==> src/rtl/fcr_pkg.sv <==
// Package: shared constants and the ratio table for the frame-clock ratio detector.
// Assumes eight supported ratios derived from one base ratio.
package fcr_pkg;
    localparam int NUM_RATIOS = 8;
    localparam int CODE_W     = 3;

    // Ratio for a given code index: base * {1,2,3,4,6,8,16,32}
    function automatic int ratio_of(input int idx, input int base);
        if (idx < 4)
            return base * (idx + 1);
        else if (idx < 6)
            return 2 * base * (idx - 1);
        else
            return base << (idx - 2);
    endfunction
endpackage

==> src/rtl/fcr_edge_count.sv <==
// Module: detects rising edges of frame sync and measures the period between them.
// Assumes fsync is synchronous to clk. The first edge after reset only arms the counter.
module fcr_edge_count #(
    parameter int CNT_W = 12
) (
    input  logic             clk,
    input  logic             rst_n,
    input  logic             fsync,
    output logic             meas_stb,
    output logic [CNT_W-1:0] meas_cnt
);
    localparam logic [CNT_W-1:0] CNT_MAX = '1;

    logic             fs_q;
    logic             armed;
    logic [CNT_W-1:0] cnt;
    logic             rise;

    // Rising edge of frame sync against its previous sample
    assign rise = fsync && !fs_q;

    // Frame-sync history, arming flag and saturating period counter
    always_ff @(posedge clk) begin
        if (!rst_n) begin
            fs_q  <= 1'b0;
            armed <= 1'b0;
            cnt   <= '0;
        end else begin
            fs_q <= fsync;
            if (rise) begin
                armed <= 1'b1;
                cnt   <= CNT_W'(1);
            end else if (cnt != CNT_MAX) begin
                cnt <= cnt + CNT_W'(1);
            end
        end
    end

    // A completed period is reported only after the counter has been armed
    assign meas_stb = rise && armed;
    assign meas_cnt = cnt;

    AST_CNT_SAT: assert property (@(posedge clk) disable iff (!rst_n)
        (cnt == CNT_MAX && !rise) |=> (cnt == CNT_MAX));
    AST_FIRST_EDGE_DROPPED: assert property (@(posedge clk) disable iff (!rst_n)
        (rise && !armed) |-> !meas_stb);
endmodule

==> src/rtl/fcr_classify.sv <==
// Module: maps a measured period onto one of the supported ratios.
// Assumes codes ascend with ratio. Combinational only.
module fcr_classify
    import fcr_pkg::*;
#(
    parameter int CNT_W = 12,
    parameter int BASE  = 32
) (
    input  logic [CNT_W-1:0]  meas_cnt,
    output logic              supported,
    output logic [CODE_W-1:0] code
);
    logic [NUM_RATIOS-1:0] hit;

    // One comparator per supported ratio
    for (genvar g = 0; g < NUM_RATIOS; g++) begin : g_cmp
        localparam logic [CNT_W-1:0] RATIO = CNT_W'(ratio_of(g, BASE));
        assign hit[g] = (meas_cnt == RATIO);
    end

    // Encode the single hit into its code
    always_comb begin
        code = '0;
        for (int i = 0; i < NUM_RATIOS; i++)
            if (hit[i]) code = CODE_W'(i);
    end

    assign supported = |hit;

    always_comb begin
        AST_ONE_HIT: assert ($onehot0(hit));
    end
endmodule

==> src/rtl/fcr_lock.sv <==
// Module: commits the code after two equal supported periods in a row, then freezes.
// Assumes one measurement strobe per frame.
module fcr_lock
    import fcr_pkg::*;
#(
    parameter int CNT_W = 12
) (
    input  logic              clk,
    input  logic              rst_n,
    input  logic              meas_stb,
    input  logic [CNT_W-1:0]  meas_cnt,
    input  logic              supported,
    input  logic [CODE_W-1:0] code_in,
    output logic [CODE_W-1:0] mult_code,
    output logic              code_valid,
    output logic              ratio_err
);
    logic [CNT_W-1:0] prev_cnt;
    logic             have_prev;

    // Match tracking, error flag and one-shot commit of the multiplier code
    always_ff @(posedge clk) begin
        if (!rst_n) begin
            prev_cnt   <= '0;
            have_prev  <= 1'b0;
            mult_code  <= '0;
            code_valid <= 1'b0;
            ratio_err  <= 1'b0;
        end else if (meas_stb && !code_valid) begin
            if (!supported) begin
                ratio_err <= 1'b1;
                have_prev <= 1'b0;
            end else begin
                ratio_err <= 1'b0;
                have_prev <= 1'b1;
                prev_cnt  <= meas_cnt;
                if (have_prev && prev_cnt == meas_cnt) begin
                    mult_code  <= code_in;
                    code_valid <= 1'b1;
                end
            end
        end
    end

    AST_VALID_STICKY: assert property (@(posedge clk) disable iff (!rst_n)
        code_valid |=> code_valid);
    AST_LOCK_ON_MEAS: assert property (@(posedge clk) disable iff (!rst_n)
        $rose(code_valid) |-> $past(meas_stb && supported));
    AST_FROZEN: assert property (@(posedge clk) disable iff (!rst_n)
        code_valid |=> ($stable(mult_code) && $stable(ratio_err)));
    AST_CODE_IDLE: assert property (@(posedge clk) disable iff (!rst_n)
        !code_valid |-> (mult_code == '0));
    AST_ERR_EXCL: assert property (@(posedge clk) disable iff (!rst_n)
        !(code_valid && ratio_err));
endmodule

==> src/rtl/fcr_ratio_detect.sv <==
// Module: top of the frame-clock ratio detector.
// Measures bit-clock cycles per frame, classifies the count and latches a 3-bit code once after reset.
// Assumes fsync is synchronous to clk and rst_n is synchronous active-low.
module fcr_ratio_detect
    import fcr_pkg::*;
#(
    parameter int BASE  = 32,
    parameter int CNT_W = $clog2(BASE * 32) + 2
) (
    input  logic              clk,
    input  logic              rst_n,
    input  logic              fsync,
    output logic [CODE_W-1:0] mult_code,
    output logic              code_valid,
    output logic              ratio_err
);
    logic              meas_stb;
    logic [CNT_W-1:0]  meas_cnt;
    logic              supported;
    logic [CODE_W-1:0] code_c;

    fcr_edge_count #(.CNT_W(CNT_W)) u_cnt (
        .clk      (clk),
        .rst_n    (rst_n),
        .fsync    (fsync),
        .meas_stb (meas_stb),
        .meas_cnt (meas_cnt)
    );

    fcr_classify #(.CNT_W(CNT_W), .BASE(BASE)) u_cls (
        .meas_cnt  (meas_cnt),
        .supported (supported),
        .code      (code_c)
    );

    fcr_lock #(.CNT_W(CNT_W)) u_lock (
        .clk        (clk),
        .rst_n      (rst_n),
        .meas_stb   (meas_stb),
        .meas_cnt   (meas_cnt),
        .supported  (supported),
        .code_in    (code_c),
        .mult_code  (mult_code),
        .code_valid (code_valid),
        .ratio_err  (ratio_err)
    );
endmodule

==> config.mk <==
export PLATFORM = sky130hd
export DESIGN_NAME = fcr_ratio_detect
export DESIGN_NICKNAME = d
export VERILOG_FILES = /design/src/rtl/fcr_pkg.sv /design/src/rtl/fcr_edge_count.sv /design/src/rtl/fcr_classify.sv /design/src/rtl/fcr_lock.sv /design/src/rtl/fcr_ratio_detect.sv
export SDC_FILE = /design/constraint.sdc
export NUM_CORES = 1
export LEC_CHECK = 0
export ABC_CLOCK_PERIOD_IN_PS = 1900
export CORE_MARGIN = 3
export CORE_UTILIZATION = 30
export CTS_CLUSTER_SIZE = 40
export DETAILED_ROUTE_END_ITERATION = 8
export SLEW_MARGIN = 20
export SYNTH_ARGS = -nofsm -noshare
export SYNTH_HDL_FRONTEND = slang
export SYNTH_SLANG_ARGS = --single-unit
==> constraint.sdc <==
create_clock -name clk -period 1.9 [get_ports clk]
set_input_delay 0.19 -clock clk [delete_from_list [all_inputs] [get_ports clk]]
set_output_delay 0.19 -clock clk [all_outputs]
set_load 0.05 [all_outputs]
==> results of run 1 <==
[registers in the layout, summed over array words and instances (netlist names)]
name and cells:
u_lock.code_valid 1, u_lock.ratio_err 1, u_cnt.meas_cnt 12, u_cnt.fs_q 1
u_lock.have_prev 1, u_lock.prev_cnt 12, u_lock.mult_code 3, u_cnt.armed 1
[cells by family (layout without fill, tap and decap cells)]
kind of cell	after synthesis	count (layout)	synth area share, %
compound gates	24	24	10.0
xor+xnor	21	21	11.4
fa+ha+maj	2	2	1.54
buf+inv	17	40	5.25
flops	32	32	39.5
mux	12	12	7.41
simple gates	71	71	24.9
[critical path, delay by kind of cell, from the launching register on]
kind / cells / cell delay (ns)
multiplexers: 1 / 0.15
AO/OA/AOI/OAI: 1 / 0.20
AND/OR/NAND/NOR: 2 / 0.62
flip-flops: 1 / 0.33
buffers and inverters: 2 / 0.35
[cells in the mapped netlist, types with 4 or more instances]
master / instances
o21a_1: 4
dfxtp_1: 32
nor2b_1: 12
nor2_1: 13
buf_2: 5
inv_1: 4
nand4_1: 5
xor2_1: 14
nand3_1: 4
nor3_1: 6
nand2_1: 8
o21ai_0: 4
clkbuf_1: 5
mux2i_1: 12
xnor2_1: 7
a21oi_1: 5
and2_1: 7
[worst paths after layout]
kind                                    start                          endpoint  slack [ns]  cells past startpoint
max            u_cnt.meas_cnt[9]$_SDFFE_PP0P_  u_lock.mult_code[0]$_SDFFE_PN0P_        0.13                      6
max reg2reg    u_cnt.meas_cnt[9]$_SDFFE_PP0P_  u_lock.mult_code[0]$_SDFFE_PN0P_        0.13                      6
min reg2reg  u_lock.mult_code[2]$_SDFFE_PN0P_  u_lock.mult_code[2]$_SDFFE_PN0P_        0.46                      2
min          u_lock.mult_code[2]$_SDFFE_PN0P_  u_lock.mult_code[2]$_SDFFE_PN0P_        0.46                      2
[where the power goes]
group	internal [uW]	switching, uW
clock network	462	246
logic	31.3	33.1
registers	678	7.61
total	1170	286
[through the flow]
step / setup TNS (ns) / worst slack, ns / util [%]
2_1_floorplan: 0 / 0.105 / -
3_3_place_gp: -0.558 / -0.0475 / 36.3
3_5_place_dp: -1.26 / -0.0917 / 36.3
4_1_cts: 0 / 0.0957 / 38.8
5_1_grt: 0 / 0.00478 / 38.9
6_report: 0 / 0.128 / 38.9
[area by class of cell]
type	instances	share of cell area [%]
Tap cell	70	4.35
Sequential cell	32	31.9
Timing Repair Buffer	28	11.9
Inverter	4	0.746
Clock buffer	7	4.79
Clock inverter	1	1.49
Multi-Input combinational cell	130	44.8
[metal layers]
layer	share of wire (%)	routed length [um]	global-route usage, %	vias to the layer above
met5	0	0	0	-
met4	1.6	53	4.12	0
met3	3.4	111	4.51	4
met2	44	1430	17.4	15
met1	51	1660	15.0	552
li1	-	-	-	655
[timing repair]
item	4_1_cts	5_1_grt
setup buffers	0	0
setup endpoints to repair	0	8
resized for setup	0	2
==> metrics.md, run 1 <==
| Metric | Value |
|---|---|
| CTS Hold Buffers Added | `0` |
| Core Box Area | `0.00517 mm2` |
| First-pass GRT wire length | `5590 um` |
| Total CTS buffers | `5` |
| Final Net Count | `206` |
| Post-route design area | `0.00201 mm2` |
| Worst hold path type | `register to register` |
| Critical path's largest stage delay | `0.52 ns` |
| CTS tree | `built` |
| Post-Syn Area per Cell | `9.05 um2` |
| Drt wl/cell | `between 10 and 15 um` |
| Setup Viol. Count Final | `0` |
| PortBufs | `7` |
| Ys Warns | `0` |
| Most common cell after layout, fill and taps aside | `dfxtp_1` |
| Most frequent cells in the layout | `dfxtp_1, buf_4, xor2_1` |
| First-iteration detailed-routing DRC count | `25` |
| Worst-Skew Late Latency | `0.29 ns` |
| H-tree depth | `2` |
| Cells after synthesis | `about 180` |
| WP data required | `2.06 ns` |
| Hold_ws | `between 0.4 and 0.5 ns` |
| Drt drc | `0` |
| Placer Congestion | `0.756` |
| Initial antenna violation count | `0` |
| Routed WL | `approximately 3200 um` |
| Final hold violations | `0` |
| Relative slew slack | `65.0%` |
| Total power | `1460 uW` |
| GR Overflow Total | `0` |
| DIE WIDTH | `roughly 80 um` |
| Yosys reg bits | `32` |
| Max Fclk | `0.564 GHz` |
| Area Overhead vs Synth | `24.2%` |
| Multi-input gate area | `902 um2` |
| Slew Limit Fails | `0` |
| P per Cell Area | `724 mW/mm2` |
| Post-synthesis sequential area ratio | `between 30% and 40%` |
| Maximum vdd drop | `approximately 0.27 mV` |
| Post-synth top area share | `39.5%` |
| HPWL after detailed placement | `between 2000 and 2500 um` |
| Mapped Area | `0.00162 mm2` |
| Top_reg_cell synth | `dfxtp_1` |
| Routed vias/inst | `4.51` |
| Total of max-cap violations | `0` |
| Die H | `slightly below 80 um` |
| Via Count | `1226` |
| Outcome | `finished clean` |
| CP startpoint kind | `register` |
| Post-placement cell count | `about 260` |
| Largest area contributor in the synthesized netlist | `dfxtp_1` |
| # fillers | `531` |
| Root buffer cell | `clkbuf_8` |
| Crit path max fanout | `11` |
| Number of flops mapped to enable cells by yosys | `0` |
| Initial core utilization | `a little under a third` |
| Routed Antenna Nets | `0` |
| # IOs | `8` |
| Initial DRT Pass Iterations | `4` |
| Slowest library cell on the worst path | `or4_1` |
| Die area | `roughly 0.0063 mm2` |
| # clock sinks | `32` |
| Clock-pin slew on the worst setup and hold paths | `0.07 ns` |
| RSZ-0062 raised after global routing | `false` |
| Syn nets | `184` |
| Final Instance Count excl. Fillers | `272` |
| # diodes | `0` |
| All-Layer GR Usage | `11.6%` |
| Vias in the first global route | `1174` |
| Worst Path Arrival | `between 1.5 and 2 ns` |
| Slew @ Worst Pin | `around 0.52 ns` |
| Asr flop ratio synth | `0%` |
| Layout cell share with drive strength beyond 1 | `around 17%` |
| Largest cells by area after synthesis | `dfxtp_1, xor2_1, mux2i_1` |
| CP Cell Sequence | `buf_4, or4_1, a31oi_2, buf_12, nand3_4, mux2i_1` |
| Skew final | `0.0109 ns` |
| Seq. cell area | `642 um2` |
| DP Area | `0.00188 mm2` |
| Leakage | `~0.00080 uW` |
| Row cnt | `26` |
| Crit. End Element | `register` |
| Yosys cell types | `41` |
| Min Tclk post-route | `1.77 ns` |
| Kind of critical path | `register to register` |
| CTS max path bufs | `2` |
| Period utilization | `93.3%` |
| Largest net degree at the start of global routing | `12` |
No activity file was read; power rests on OpenSTA's default activity.
==> run 2: changes to the inputs <==
--- a/config.mk
+++ b/config.mk
@@ -14,3 +14,4 @@
 export SYNTH_ARGS = -nofsm -noshare
 export SYNTH_HDL_FRONTEND = slang
 export SYNTH_SLANG_ARGS = --single-unit
+export TNS_END_PERCENT = 50
==> results of run 2 <==
Same layout as run 1: the final DEF is identical, and so are final timing and power.
